**src/rtl/dstop_pkg.sv**
```systemverilog
package dstop_pkg;

    typedef enum logic [1:0] {
        LANE_RUN   = 2'd0,
        LANE_DRAIN = 2'd1,
        LANE_HALT  = 2'd2
    } lane_state_e;

    typedef struct packed {
        lane_state_e st;
        logic        evt;
    } lane_regs_t;

    localparam lane_regs_t LANE_RESET = '{st: LANE_RUN, evt: 1'b0};

endpackage

```
**src/rtl/dstop_lane.sv**
```systemverilog
module dstop_lane
    import dstop_pkg::*;
(
    input  logic clk,
    input  logic rst_n,
    input  logic req,
    input  logic clr,
    input  logic busy,
    output logic run_en,
    output logic evt
);

    lane_regs_t r_d, r_q;

    always_comb begin
        r_d = r_q;
        if (clr) begin
            r_d.evt = 1'b0;
        end
        unique case (r_q.st)
            LANE_RUN: begin
                if (req) begin
                    r_d.evt = 1'b0;            // fresh request drops a stale event
                    if (busy) begin
                        r_d.st = LANE_DRAIN;
                    end else begin
                        r_d.st  = LANE_HALT;
                        r_d.evt = 1'b1;
                    end
                end
            end
            LANE_DRAIN: begin
                if (!req) begin
                    r_d.st = LANE_RUN;         // withdrawn before frame ended
                end else if (!busy) begin
                    r_d.st  = LANE_HALT;
                    r_d.evt = 1'b1;
                end
            end
            LANE_HALT: begin
                if (!req) begin
                    r_d.st = LANE_RUN;
                end
            end
            default: begin
                r_d = LANE_RESET;
            end
        endcase
    end

    always_ff @(posedge clk or negedge rst_n) begin
        if (!rst_n) begin
            r_q <= LANE_RESET;
        end else begin
            r_q <= r_d;
        end
    end

    assign run_en = (r_q.st == LANE_RUN) && !req;
    assign evt    = r_q.evt;

endmodule

```
**src/rtl/dstop_combine.sv**
```systemverilog
module dstop_combine #(
    parameter int NUM_DIR = 2
) (
    input  logic [NUM_DIR-1:0] evt,
    output logic               all_done
);

    assign all_done = &evt;

endmodule

```
**src/rtl/dma_stop_ctrl.sv**
```systemverilog
module dma_stop_ctrl #(
    parameter int NUM_DIR = 2
) (
    input  logic               clk,
    input  logic               rst_n,
    input  logic [NUM_DIR-1:0] stop_req,
    input  logic [NUM_DIR-1:0] evt_clr,
    input  logic [NUM_DIR-1:0] frame_busy,
    output logic [NUM_DIR-1:0] run_en,
    output logic [NUM_DIR-1:0] stop_evt,
    output logic               stopped
);

    for (genvar g = 0; g < NUM_DIR; g++) begin : g_lane
        dstop_lane u_lane (
            .clk    (clk),
            .rst_n  (rst_n),
            .req    (stop_req[g]),
            .clr    (evt_clr[g]),
            .busy   (frame_busy[g]),
            .run_en (run_en[g]),
            .evt    (stop_evt[g])
        );
    end

    dstop_combine #(.NUM_DIR(NUM_DIR)) u_comb (
        .evt      (stop_evt),
        .all_done (stopped)
    );

endmodule

```
**config.mk**
```make
export PLATFORM = sky130hd
export DESIGN_NAME = dma_stop_ctrl
export DESIGN_NICKNAME = d
export VERILOG_FILES = /design/src/rtl/dstop_pkg.sv /design/src/rtl/dstop_lane.sv /design/src/rtl/dstop_combine.sv /design/src/rtl/dma_stop_ctrl.sv
export SDC_FILE = /design/constraint.sdc
export NUM_CORES = 1
export LEC_CHECK = 0
export BUFFER_PORTS_ARGS = -buffer_cell sky130_fd_sc_hd__buf_2
export CAP_MARGIN = 20
export CORE_AREA = 3 3 40 42
export CTS_CLUSTER_SIZE = 10
export DETAILED_ROUTE_END_ITERATION = 10
export DIE_AREA = 0 0 43 45
export PLACE_DENSITY = 0.5
export SLEW_MARGIN = 10
export SYNTH_ARGS = -nofsm -noshare
export SYNTH_HDL_FRONTEND = slang
export SYNTH_SLANG_ARGS = --single-unit
```
**constraint.sdc**
```tcl
create_clock -name clk -period 1.3 [get_ports clk]
set_clock_uncertainty 0.1 [all_clocks]
set_input_delay 0.195 -clock clk [delete_from_list [all_inputs] [get_ports clk]]
set_output_delay 0.195 -clock clk [all_outputs]
set_load 0.02 [all_outputs]
```
# Yosys cells after proc, flatten, opt, wreduce, memory -nomap -nowiden
# Cells that the tools add are included.
# W data, S select, Z words.
# totals
elab_cells,43
output_inout_bits,5
register_bits,6
input_bits,8
# op_classes
muxes,20
n_eq_ne,10
reduce_logical,9
# op_table
cell,n
$mux W2,6
$mux W3,4
$pmux W2 S3,2
$ne A2 B2 Y1 const B,4
$mux W1,6
$ne A3 B3 Y1 const B,2
$pmux W1 S3,2
$reduce_and A3 Y1,2
$eq A2 B1 Y1 const B,2
$eq A2 B2 Y1 const B,2
$logic_not A2 Y1,2
$logic_and A1 B1 Y1,2
$logic_not A1 Y1,2
$reduce_and A2 Y1,1

# Logic depth before layout (Yosys ltp)
# Gate-level depths: netlist of the first run.
# logic_depth
depth_word,4
depth_mapped,3
depth_no_buf,3

# Modules after synthesis
# From an unflattened synthesis of the first run, not the netlist that was laid out.
# hier_totals
cells_unflattened,25
area_unflattened_um2,281.5
# modules_own_cells
mod,cells_each,seq_area_each_um2,area_per_inst_um2,n_inst
dstop_lane,12,75.1,137.6,2
dstop_combine,1,0.0,6.3,1

# Worst setup path before layout of the first run
# No wires, ideal clock.
# synth_timing
kind,register to register
startpoint,reg g_lane[0].u_lane.r_q[1] in the netlist's numbering
endpoint,reg g_lane[0].u_lane.r_q (netlist bit g_lane[0].u_lane.evt)
n_path_buf,0
period_less_slack_ns,1.081
arrival_ns,0.894
setup_time_ns,0.087
path_stages_with_launch,3
path_slack_ns,0.219
t_required_ns,1.113
cell_sequence,dfrtp_1 or3b_1 a22oi_1
# synth_lines
element,line_no,text
start: declaration,dstop_lane.sv:13,"lane_regs_t r_d, r_q;"
start signal: assignment,dstop_lane.sv:55,r_q <= r_d;

# Worst setup path after layout of the first run
# layout_timing
startpoint,reg g_lane[1].u_lane.r_q[2] in the netlist's numbering
endpoint,out run_en[1]
# layout_between
elab_chain_len,2
# layout_lines
element,line_no,text
start: declaration,dstop_lane.sv:13,
start signal: assignment,dstop_lane.sv:55,
$logic_not A2 Y1,dstop_lane.sv:59,assign run_en = (r_q.st == LANE_RUN) && !req;
$logic_and A1 B1 Y1,dstop_lane.sv:59,
end: declaration,dma_stop_ctrl.sv:9,"output logic [NUM_DIR-1:0] run_en,"
# No other way between the ends.

==> summary.txt, run 1 <==
Synthesis
  • Post-synthesis async set-or-reset flop share: 1.00
  • Synthesized-area fraction occupied by xor and xnor cells: 0
  • Nets in the synthesized netlist: 38
  • Most instantiated flip-flop cell in the synthesis netlist: dfrtp_1
  • Dominant combinational cell family by area after synthesis: simple AND/OR/NAND/NOR gates
  • Gate Count Post-Synth: 30
  • Yosys warning count: 0
  • Post-synthesis sequential area ratio: 0.498
  • Synth Area in Compound Gates: 0.154
  • Distinct cells, synth: 16
  • Basic-gate share of the synthesized area counting and, or, nand and nor cells: 0.212
  • Adder and majority gate portion of the synthesized area: 0
  • Number of enable flip-flop cells after synthesis: 0
  • Mux share of post-synthesis cell area: 0
  • Post-Syn Area: 302 um^2
  • Mean cell area of the mapped netlist: ~10 um^2
  • Number of register bits inferred by synthesis: 6

Timing
  • Fin Setup TNS: 0 ns
  • Fmax: about 0.80 GHz
  • Tightest Pin Transition: around 0.17 ns
  • Total of endpoints with negative setup slack in the final report: 0
  • Setup repair after global routing missed its margin: true
  • Final max-slew violation count: 0
  • Share of the cycle needed by the critical path after routing: 0.957
  • Final hold viol count: 0
  • Fin worst setup slack: between 0.05 and 0.06 ns
  • Final period demand of the worst path: between 1 and 1.5 ns
  • Worst max-slew margin expressed relative to the limit: 0.889

Setup path
  • Worst Path Arrival: ~0.95 ns
  • Top fanout value on the critical path: 4
  • Critical path required time: 1.00 ns
  • Crit path launch type: flop
  • Register-to-Register Path Depth: 2
  • R2R setup slack: about 0.13 ns
  • Type of destination of the critical path: primary output
  • Worst reg2reg path endpoint: g_lane[0].u_lane.evt
  • Start of the worst register-to-register path: g_lane[0].u_lane.r_q[1]
  • Worst Setup Path Type: reg2out

Routing
  • Drt wl/cell: between 9 and 10 um
  • DRC violation total after the first TritonRoute iteration: 4
  • # DRC: 0
  • Via total after detailed routing: 252
  • Routed via count divided by cell count: approximately 4.3
  • Wire length after detailed routing: about 570 um
  • ANT nets after route: 0
  • Total iterations of the first detailed-routing run: 4

Global route
  • Met1 Usage GRT: 0.0713
  • Wire length of the first global-routing pass: roughly 970 um
  • Met2 track utilization from global routing: 0.105
  • Gr ovfl total: 0
  • Via count of the first global-routing pass: 239
  • Global router's overall resource usage: 0.0763
  • Maximum number of pins on one net before global-route repair: 7
  • M3 GR Usage: 0.0598
  • Antenna violations before repair: 0
  • Most Crowded Layer GR: met2

Floorplan
  • Row cnt: 13
  • Horizontal die dimension: between 40 and 50 um
  • Die outline area: 0.00194 mm^2
  • Placeable core region: 0.00128 mm^2
  • Starting density of the core: 0.235
  • Die height: about 45 um
  • Number of I/O pins: 13

Worst hold path
  • Hold path depth: 2
  • Hold path start: frame_busy[1]
  • End point of the most critical hold path: g_lane[1].u_lane.evt
  • Worst hold path class: in2reg

Power and ir drop
  • Proportion of power drawn by combinational gates: 0.189
  • Static leakage: between 0.2 and 0.25 nW
  • Clock share of power: 0.353
  • Sequential power share: 0.457
  • Power Dens Cells: between 1000 and 1500 mW/mm^2
  • Maximum ir drop on the vdd rail: between 0.0003 and 0.0004 V
  • Internal power of the cells: approximately 0.35 mW
  • Fraction of power spent switching nets: 0.261
  • Sw power: roughly 0.12 mW

Final layout
  • Most frequent standard cell in the layout excluding fill and tap cells: buf_2
  • Final standard cell utilization of the core: 0.314
  • Post-synthesis to final-layout area growth: 33.6%
  • Antenna fix cells: 0
  • Fillcell total: 141
  • Multi-input logic area: around 120 um^2
  • Layout cell share with drive strength beyond 1: 0.419
  • Number of nets in the layout: 53
  • Commonest cells after routing, fill and taps aside: buf_2 (11), dfrtp_1 (6), inv_1 (3), clkbuf_4 (3)
  • Sequential cell area: approximately 150 um^2

Outcome
  • Result of the run: finished clean

Clocking
  • Setup fix buffers added after clock tree synthesis: 0
  • Clock net sink count: 6
  • Worst-skew pair later-pin latency: 0.24 ns
  • Max Buffers Root-to-Sink: 2
  • Clock Root Buffer: clkbuf_4
  • Number of buffers inserted during clock tree synthesis: 3
  • CTS tree: yes
  • Clock transition at the registers of the reported paths: around 0.04 ns
  • Max H-tree Level: 1

Place
  • Setup slack after placement: ~0.14 ns
  • Port bufs: 12
  • HPWL after detailed placement: approximately 460 um
  • Final weighted congestion in routability-driven placement: 0.679

Job
  • Number of violations of the max-capacitance limit: 0
-- flip-flops by register name, summed over array words and instances (netlist names) --
name,flops
g_lane.u_lane.r_q,4
g_lane.u_lane.evt,2
-- critical path, stage by stage, from the launching register on --
cell and delay, ns:
dfrtp_1 0.40, nor3_2 0.15, buf_4 0.16
-- per-stage QoR --
stage / power (mW) / area, um^2 / hold slack, ns / std cells
4_1_cts: 0.482 / 390 / 0.0561 / 58
6_report: 0.471 / 403 / 0.0671 / 58
5_1_grt: 0.505 / 403 / 0.0693 / 58
3_3_place_gp: 0.301 / 358 / -0.0717 / 54
2_1_floorplan: 0.279 / 302 / -0.201 / 30
3_5_place_dp: 0.302 / 358 / -0.0730 / 54
-- cells by family (layout without fill, tap and decap cells) --
kind of cell           after synthesis  in the layout
and+or+nand+nor                     11             11
AOI/OAI and AO/OA                    6              6
buffers and inverters                7             20
DFF                                  6              6
-- worst max path at each step --
stage	endpoint	slack [ns]	from	depth (start not counted)
after CTS	run_en[1]	0.003	g_lane[1].u_lane.r_q[1]	2
after floorplan	g_lane[0].u_lane.evt	0.22	g_lane[0].u_lane.r_q[1]	2
after global routing	run_en[1]	-0.01	g_lane[1].u_lane.r_q[2]	2
after detailed placement	g_lane[0].u_lane.evt	0.14	g_lane[0].u_lane.r_q[1]	2
after global placement	g_lane[0].u_lane.evt	0.20	g_lane[0].u_lane.r_q[1]	2
final	run_en[1]	0.06	g_lane[1].u_lane.r_q[2]	2
-- cell usage after synthesis (2+ instances only) --
cell type  number  area [um^2]
inv_1           3         11.3
nor3_1          2         10.0
buf_4           4         30.0
nand2_1         2         7.51
nand2b_1        2         12.5
o211a_1         2         20.0
dfrtp_1         6          150
-- area by class of cell --
cell class / count / share of cell area
Sequential cell: 6 / 0.373
Tap cell: 15 / 0.0466
Clock buffer: 3 / 0.0559
Inverter: 3 / 0.0280
Timing Repair Buffer: 14 / 0.199
Multi-Input combinational cell: 17 / 0.298
-- power by group through the flow --
stage | clock network, mW | logic, mW | registers [mW]
after floorplan | 0 | 0.0629 | 0.216
after global placement | 0 | 0.0846 | 0.217
after detailed placement | 0 | 0.0852 | 0.217
after CTS | 0.180 | 0.0877 | 0.214
after global routing | 0.189 | 0.0975 | 0.219
final | 0.166 | 0.0893 | 0.215
-- per-layer routing --
metal,wire (um),vias up
met5,0,-
met4,0,0
met3,33,0
met2,294,4
met1,240,120
li1,-,128
-- timing repair --
| action | in CTS | in global routing |
|---|---|---|
| hold endpoints to repair | 6 | 0 |
| gates resized for setup | 0 | 3 |
| hold buffers | 1 | 0 |
| setup endpoints to repair | 0 | 2 |
No activity file was read; power rests on OpenSTA's default activity.
==> run 2: changes to the inputs <==
--- a/config.mk
+++ b/config.mk
@@ -5,14 +5,17 @@
 export SDC_FILE = /design/constraint.sdc
 export NUM_CORES = 1
 export LEC_CHECK = 0
+export ABC_AREA = 1
 export BUFFER_PORTS_ARGS = -buffer_cell sky130_fd_sc_hd__buf_2
 export CAP_MARGIN = 20
 export CORE_AREA = 3 3 40 42
 export CTS_CLUSTER_SIZE = 10
 export DETAILED_ROUTE_END_ITERATION = 10
 export DIE_AREA = 0 0 43 45
-export PLACE_DENSITY = 0.5
+export GPL_TIMING_DRIVEN = 0
+export PLACE_DENSITY = 0.52
 export SLEW_MARGIN = 10
 export SYNTH_ARGS = -nofsm -noshare
 export SYNTH_HDL_FRONTEND = slang
+export SYNTH_HIERARCHICAL = 1
 export SYNTH_SLANG_ARGS = --single-unit
==> run 2 against run 1 <==
  * Utilization grew 6.6 points
  * Largest power group unchanged
  * Worst setup slack lost 0.047 ns
  * Combinational power grew 77%
  * Flip-flop and latch count is the same
  * Critical endpoint is now run_en[0]
  * Sequential share of layout area shrank 6.2 points
  * Final cell count grew 43%
  * Critical path depth is the same
  * Sequential power grew 7%
  * Design area grew 21%
  * Power grew 17%
  * Non-clock buffer count grew 3
==> summary.txt, run 2 <==
Clocking
  • Clock Root Buffer: clkbuf_4
  • CTS tree: yes
  • Number of buffers inserted during clock tree synthesis: 3
  • Max Buffers Root-to-Sink: 2
  • Worst-skew pair later-pin latency: approximately 0.24 ns
  • Clock transition at the registers of the reported paths: 0.04 ns
  • Max H-tree Level: 1
  • Clock net sink count: 6

Power and ir drop
  • Maximum ir drop on the vdd rail: a little over 0.0007 V
  • Static leakage: approximately 0.30 nW
  • Power Dens Cells: between 1000 and 1500 mW/mm^2
  • Total power: approximately 0.55 mW

Final layout
  • Register name with the most flops: g_lane.u_lane/r_q
  • Layout cell share with drive strength beyond 1: 0.382
  • Most frequent standard cell in the layout excluding fill and tap cells: nand2_1
  • Commonest cells after routing, fill and taps aside: nand2_1 (19), buf_2 (10), inv_1 (9), buf_4 (6), dfrtp_1 (5)
  • Number of nets in the layout: a little under 80
  • Flip-flop count of the largest register after layout: 4
  • Antenna fix cells: 0
  • Post-synthesis to final-layout area growth: 47.7%
  • Design area: 488 um^2
  • Final standard cell utilization of the core: 0.380

Setup path
  • Cell type group with the largest total delay on the critical path: flip-flops
  • Critical path required time: 1.00 ns
  • CP Cell Sequence: nor3_2 -> buf_4
  • Type of destination of the critical path: primary output
  • Worst Setup Path Type: reg2out
  • Crit path launch type: flop
  • Worst Path Arrival: 1.00 ns
  • Sum of buffers and inverters on the critical path: 1
  • Critical Path Slowest Stage Cell: dfrtp_2
  • Top fanout value on the critical path: 3
  • Max incr delay on CP: between 0.4 and 0.5 ns

Timing
  • Fin Setup TNS: 0 ns
  • Final period demand of the worst path: 1.29 ns
  • Final hold viol count: 0
  • Total of endpoints with negative setup slack in the final report: 0
  • Fmax: 0.775 GHz
  • Worst max-slew margin expressed relative to the limit: 0.876
  • Share of the cycle needed by the critical path after routing: 0.993
  • Final max-slew violation count: 0
  • Setup repair after global routing missed its margin: true
  • Tightest Pin Transition: 0.187 ns
  • Final hold slack: around 0.13 ns

Synthesis
  • Number of register bits inferred by synthesis: 6
  • Most numerous cell in the Yosys netlist: nand2_1
  • Gate Count Post-Synth: between 40 and 50
  • Yosys warning count: 6
  • Post-synthesis async set-or-reset flop share: 1.00
  • Most instantiated flip-flop cell in the synthesis netlist: dfrtp_1
  • Fraction of post-synthesis cell area in the top cell type by area: 0.455
  • Top cell types by occurrence after synthesis: nand2_1 (19), inv_1 (9), dfrtp_1 (6)
  • Mean cell area of the mapped netlist: 6.88 um^2
  • Post-Syn Area: between 300 and 400 um^2
  • Cell types with the largest area share after synthesis: dfrtp_1 (45%), nand2_1 (22%), inv_1 (10%), nand3_2 (6.1%), nor3_1 (6.1%)
  • Distinct cells, synth: 9
  • Post-synthesis sequential area ratio: 0.455
  • Nets in the synthesized netlist: 56
  • Cell type with the largest total area after synthesis: dfrtp_1
  • Number of enable flip-flop cells after synthesis: 0

Floorplan
  • Row cnt: 13
  • Starting density of the core: 0.257
  • Die height: about 45 um
  • Number of I/O pins: 13
  • Die outline area: between 0.0015 and 0.002 mm^2
  • Placeable core region: 0.00128 mm^2
  • Horizontal die dimension: around 43 um

Global route
  • Via count of the first global-routing pass: 261
  • Gr ovfl total: 0
  • Antenna violations before repair: 0
  • Global router's overall resource usage: 0.0706
  • Wire length of the first global-routing pass: ~970 um
  • Maximum number of pins on one net before global-route repair: 7

Place
  • Port bufs: 12
  • HPWL after detailed placement: slightly above 500 um
  • Final weighted congestion in routability-driven placement: ~0.77
  • Total cell area at the placement stage: 409 um^2

Routing
  • # DRC: 0
  • Drt wl/cell: a little over 9 um
  • Via total after detailed routing: about 370
  • Wire length after detailed routing: a little under 800 um
  • Routed via count divided by cell count: around 4.4
  • Total iterations of the first detailed-routing run: 4
  • ANT nets after route: 0
  • DRC violation total after the first TritonRoute iteration: 3

Outcome
  • Result of the run: finished clean

Worst hold path
  • Worst hold path class: in2reg

Job
  • Number of violations of the max-capacitance limit: 0
-- run 2: kinds of logic (layout without fill, tap and decap cells) --
logic type	Yosys count	in the layout	share of synthesized area
buffers and inverters	11	31	0.125
and+or+nand+nor	29	29	0.390
DFF	6	6	0.455
AOI/OAI and AO/OA	2	2	0.0303
-- run 2: metrics by stage --
| step | std cells | setup slack [ns] |
|---|---|---|
| 2_1_floorplan | 48 | 0.123 |
| 3_3_place_gp | 75 | 0.270 |
| 3_5_place_dp | 75 | 0.269 |
| 4_1_cts | 79 | 0.00172 |
| 5_1_grt | 83 | -0.0231 |
| 6_report | 83 | 0.00916 |
-- run 2: worst reg2reg max path: stages (launching register included) --
cell	delay, ns
dfrtp_2	0.42
buf_4	0.15
inv_2	0.06
nand3_2	0.08
nand2_1	0.06
nand2_1	0.04
nand2_1	0.05
-- run 2: area by class of cell --
type / count / area, um^2
fillers: 140 / 797
flip-flops and latches: 6 / 151
multi-input cells: 31 / 149
repair buffers: 17 / 105
inverters: 11 / 41.3
clock buffers: 3 / 22.5
well taps: 15 / 18.8
-- run 2: timing repair --
action | 4_1_cts | 5_1_grt
hold endpoints to repair | 6 | 0
gates resized for setup | 0 | 5
endpoints found under the setup margin | 0 | 2
hold buffers | 1 | 0
setup buffers | 0 | 4
-- run 2: path summary, 6_finish.rpt --
path / start / end / slack, ns / cells past startpoint
min in group asynchronous: rst_n / g_lane[1].u_lane/evt / 0.21 / 2
hold / removal: frame_busy[1] / g_lane[1].u_lane/r_q[1] / 0.13 / 3
max in group asynchronous: rst_n / g_lane[0].u_lane/r_q[2] / 0.74 / 2
hold reg to reg: g_lane[1].u_lane/r_q[2] / g_lane[1].u_lane/r_q[1] / 0.45 / 1
setup reg to reg: g_lane[0].u_lane/r_q[2] / g_lane[0].u_lane/evt / 0.29 / 6
setup / recovery: g_lane[0].u_lane/r_q[2] / run_en[0] / 0.009 / 2
-- run 2: routing by layer --
layer	part of all wire	track usage
met1	0.39	0.0817
met2	0.50	0.0988
met3	0.11	0.0598
met4	0	0.0181
met5	0	0
-- run 2: power breakdown --
part           internal (mW)  total (mW)  switching [mW]
clock                  0.104       0.164          0.0597
combinational         0.0672       0.158          0.0904
sequential             0.210       0.231          0.0209
==> run 3: changes to the inputs <==
--- a/config.mk
+++ b/config.mk
@@ -8,10 +8,10 @@
 export ABC_AREA = 1
 export BUFFER_PORTS_ARGS = -buffer_cell sky130_fd_sc_hd__buf_2
 export CAP_MARGIN = 20
-export CORE_AREA = 3 3 40 42
+export CORE_AREA = 2 2 39 41
 export CTS_CLUSTER_SIZE = 10
 export DETAILED_ROUTE_END_ITERATION = 10
-export DIE_AREA = 0 0 43 45
+export DIE_AREA = 0 0 41 43
 export GPL_TIMING_DRIVEN = 0
 export PLACE_DENSITY = 0.52
 export SLEW_MARGIN = 10
==> run 3 against run 2 <==
  * Sequential share of layout area up 1.9 points
  * Design area down 6.7%
  * Clock-buffer cell count unchanged
  * Critical path depth unchanged
  * First-iteration DRC count rose to 3.3 times the previous value
  * Register-to-register slack better by 0.05 ns
  * Maximum frequency up 1.4%
  * Final cell count down 2.4%
  * Sequential power about the same
  * Combinational power down 14%
  * Utilization down 5.1 points
  * Critical endpoint unchanged
  * Largest power group unchanged
==> summary.txt, run 3 (same netlist as run 2, synthesis figures left out) <==
Routing
  • Drt wl/cell: roughly 7 um
  • Routed via count divided by cell count: about 4.1
  • Wire length after detailed routing: around 570 um
  • ANT nets after route: 0
  • # DRC: 0
  • Via total after detailed routing: around 330
  • DRC violation total after the first TritonRoute iteration: 10
  • Total iterations of the first detailed-routing run: 2

Timing
  • Tightest Pin Transition: around 0.18 ns
  • Total of endpoints with negative setup slack in the final report: 0
  • Final period demand of the worst path: ~1.3 ns
  • Final hold viol count: 0
  • Fmax: between 0.7 and 0.8 GHz
  • Worst max-slew margin expressed relative to the limit: 0.882
  • Setup repair after global routing missed its margin: true
  • Share of the cycle needed by the critical path after routing: 0.979
  • Final max-slew violation count: 0
  • Final hold slack: 0.125 ns

Floorplan
  • Horizontal die dimension: between 40 and 50 um
  • Die height: approximately 43 um
  • Starting density of the core: 0.239
  • Placeable core region: 0.00138 mm^2
  • Row cnt: 14
  • Number of I/O pins: 13
  • Die outline area: 0.00176 mm^2

Setup path
  • CP Cell Sequence: nor3_1 -> buf_2
  • Worst Path Arrival: just under 1 ns
  • Sum of buffers and inverters on the critical path: 1
  • R2R setup slack: between 0.3 and 0.4 ns
  • Register-to-Register Path Depth: 6
  • Max incr delay on CP: about 0.40 ns
  • Critical path required time: 1.00 ns
  • Critical Path Slowest Stage Cell: dfrtp_1
  • Type of destination of the critical path: primary output
  • Worst Setup Path Type: reg2out
  • Crit path launch type: flop
  • Start of the worst register-to-register path: g_lane[1].u_lane/r_q[1]
  • Cell type group with the largest total delay on the critical path: flip-flops
  • Top fanout value on the critical path: 4
  • Worst reg2reg path endpoint: g_lane[1].u_lane/evt

Clocking
  • Max Buffers Root-to-Sink: 2
  • Clock Root Buffer: clkbuf_4
  • Clock transition at the registers of the reported paths: 0.04 ns
  • Clock net sink count: 6
  • Worst-skew pair later-pin latency: 0.24 ns
  • CTS tree: yes
  • Number of buffers inserted during clock tree synthesis: 3
  • Max H-tree Level: 1

Global route
  • Gr ovfl total: 0
  • Wire length of the first global-routing pass: around 840 um
  • Antenna violations before repair: 0
  • Maximum number of pins on one net before global-route repair: 7
  • Via count of the first global-routing pass: between 200 and 250
  • Global router's overall resource usage: 0.0779

Power and ir drop
  • Maximum ir drop on the vdd rail: 0.000562 V
  • Total power: about 0.53 mW
  • Static leakage: between 0.2 and 0.3 nW
  • Power Dens Cells: between 1000 and 1500 mW/mm^2

Final layout
  • Antenna fix cells: 0
  • Register name with the most flops: g_lane.u_lane/r_q
  • Number of nets in the layout: 75
  • Post-synthesis to final-layout area growth: 37.9%
  • Most frequent standard cell in the layout excluding fill and tap cells: nand2_1
  • Layout cell share with drive strength beyond 1: 0.323
  • Post-layout instance count excluding filler cells: 81
  • Flip-flop count of the largest register after layout: 4
  • Fillcell total: 152
  • Commonest cells after routing, fill and taps aside: nand2_1 (19), buf_2 (12), inv_1 (9), dfrtp_1 (6)

Worst hold path
  • End point of the most critical hold path: g_lane[0].u_lane/r_q[1]
  • Hold path depth: 3
  • Worst hold path class: in2reg
  • Hold path start: frame_busy[0]

Outcome
  • Result of the run: finished clean

Place
  • Final weighted congestion in routability-driven placement: between 0.6 and 0.7
  • Port bufs: 12
  • HPWL after detailed placement: 484 um
  • Placed instance count: between 70 and 80

Job
  • Number of violations of the max-capacitance limit: 0
run 3: cell types whose count changed in the layout (fill, tap and decap cells not counted), sizes merged:
cell,before,now
buf,16,13
run 3: cell type report:
| cell class | instances | area [um^2] | share of cell area |
|---|---|---|---|
| Tap cell | 16 | 20.0 | 0.0440 |
| Sequential cell | 6 | 150 | 0.330 |
| Timing Repair Buffer | 14 | 77.6 | 0.170 |
| Multi-Input combinational cell | 31 | 144 | 0.316 |
| Clock buffer | 3 | 22.5 | 0.0495 |
| Inverter | 11 | 41.3 | 0.0907 |
run 3: worst reg2reg max path, cell delays in order, from the launching register on:
cell     delay, ns
dfrtp_1       0.39
buf_4         0.15
inv_1         0.04
nand2_1       0.05
nand2_1       0.07
nand2_1       0.05
nand2_1       0.05
run 3: where the power goes:
part           switching (mW)  internal [mW]
clock                  0.0598          0.104
combinational          0.0820         0.0542
sequential             0.0207          0.209
run 3: metal layers:
layer | GRT usage | wire length [um]
met5 | 0 | 0
met4 | 0.0400 | 6
met3 | 0.0785 | 62
met2 | 0.103 | 259
met1 | 0.0757 | 246
run 3: per-stage QoR:
stage                     setup TNS (ns)  setup WS (ns)  utilization  instance area [um^2]
after global routing             -0.0604        -0.0363        0.329                   455
after detailed placement               0          0.274        0.297                   410
final                                  0         0.0268        0.329                   455
after floorplan                        0          0.123            -                   330
after global placement                 0          0.268        0.297                   410
after CTS                              0        0.00702        0.320                   443
run 3: worst max-delay path by stage:
stage	slack, ns	depth (start not counted)	endpoint	from
2_1_floorplan	0.12	1	run_en[0]	g_lane[0].u_lane/r_q[1]
3_3_place_gp	0.27	2	run_en[0]	g_lane[0].u_lane/r_q[1]
3_5_place_dp	0.27	2	run_en[1]	g_lane[1].u_lane/r_q[1]
4_1_cts	0.007	2	run_en[0]	g_lane[0].u_lane/r_q[1]
5_1_grt	-0.04	2	run_en[0]	g_lane[0].u_lane/r_q[1]
6_report	0.03	2	run_en[0]	g_lane[0].u_lane/r_q[1]
run 3: repair_timing:
item,CTS,global route
setup buffers,0,1
resized for setup,0,1
hold endpoints to repair,6,0
setup endpoints to repair,0,2
hold buffers,1,0
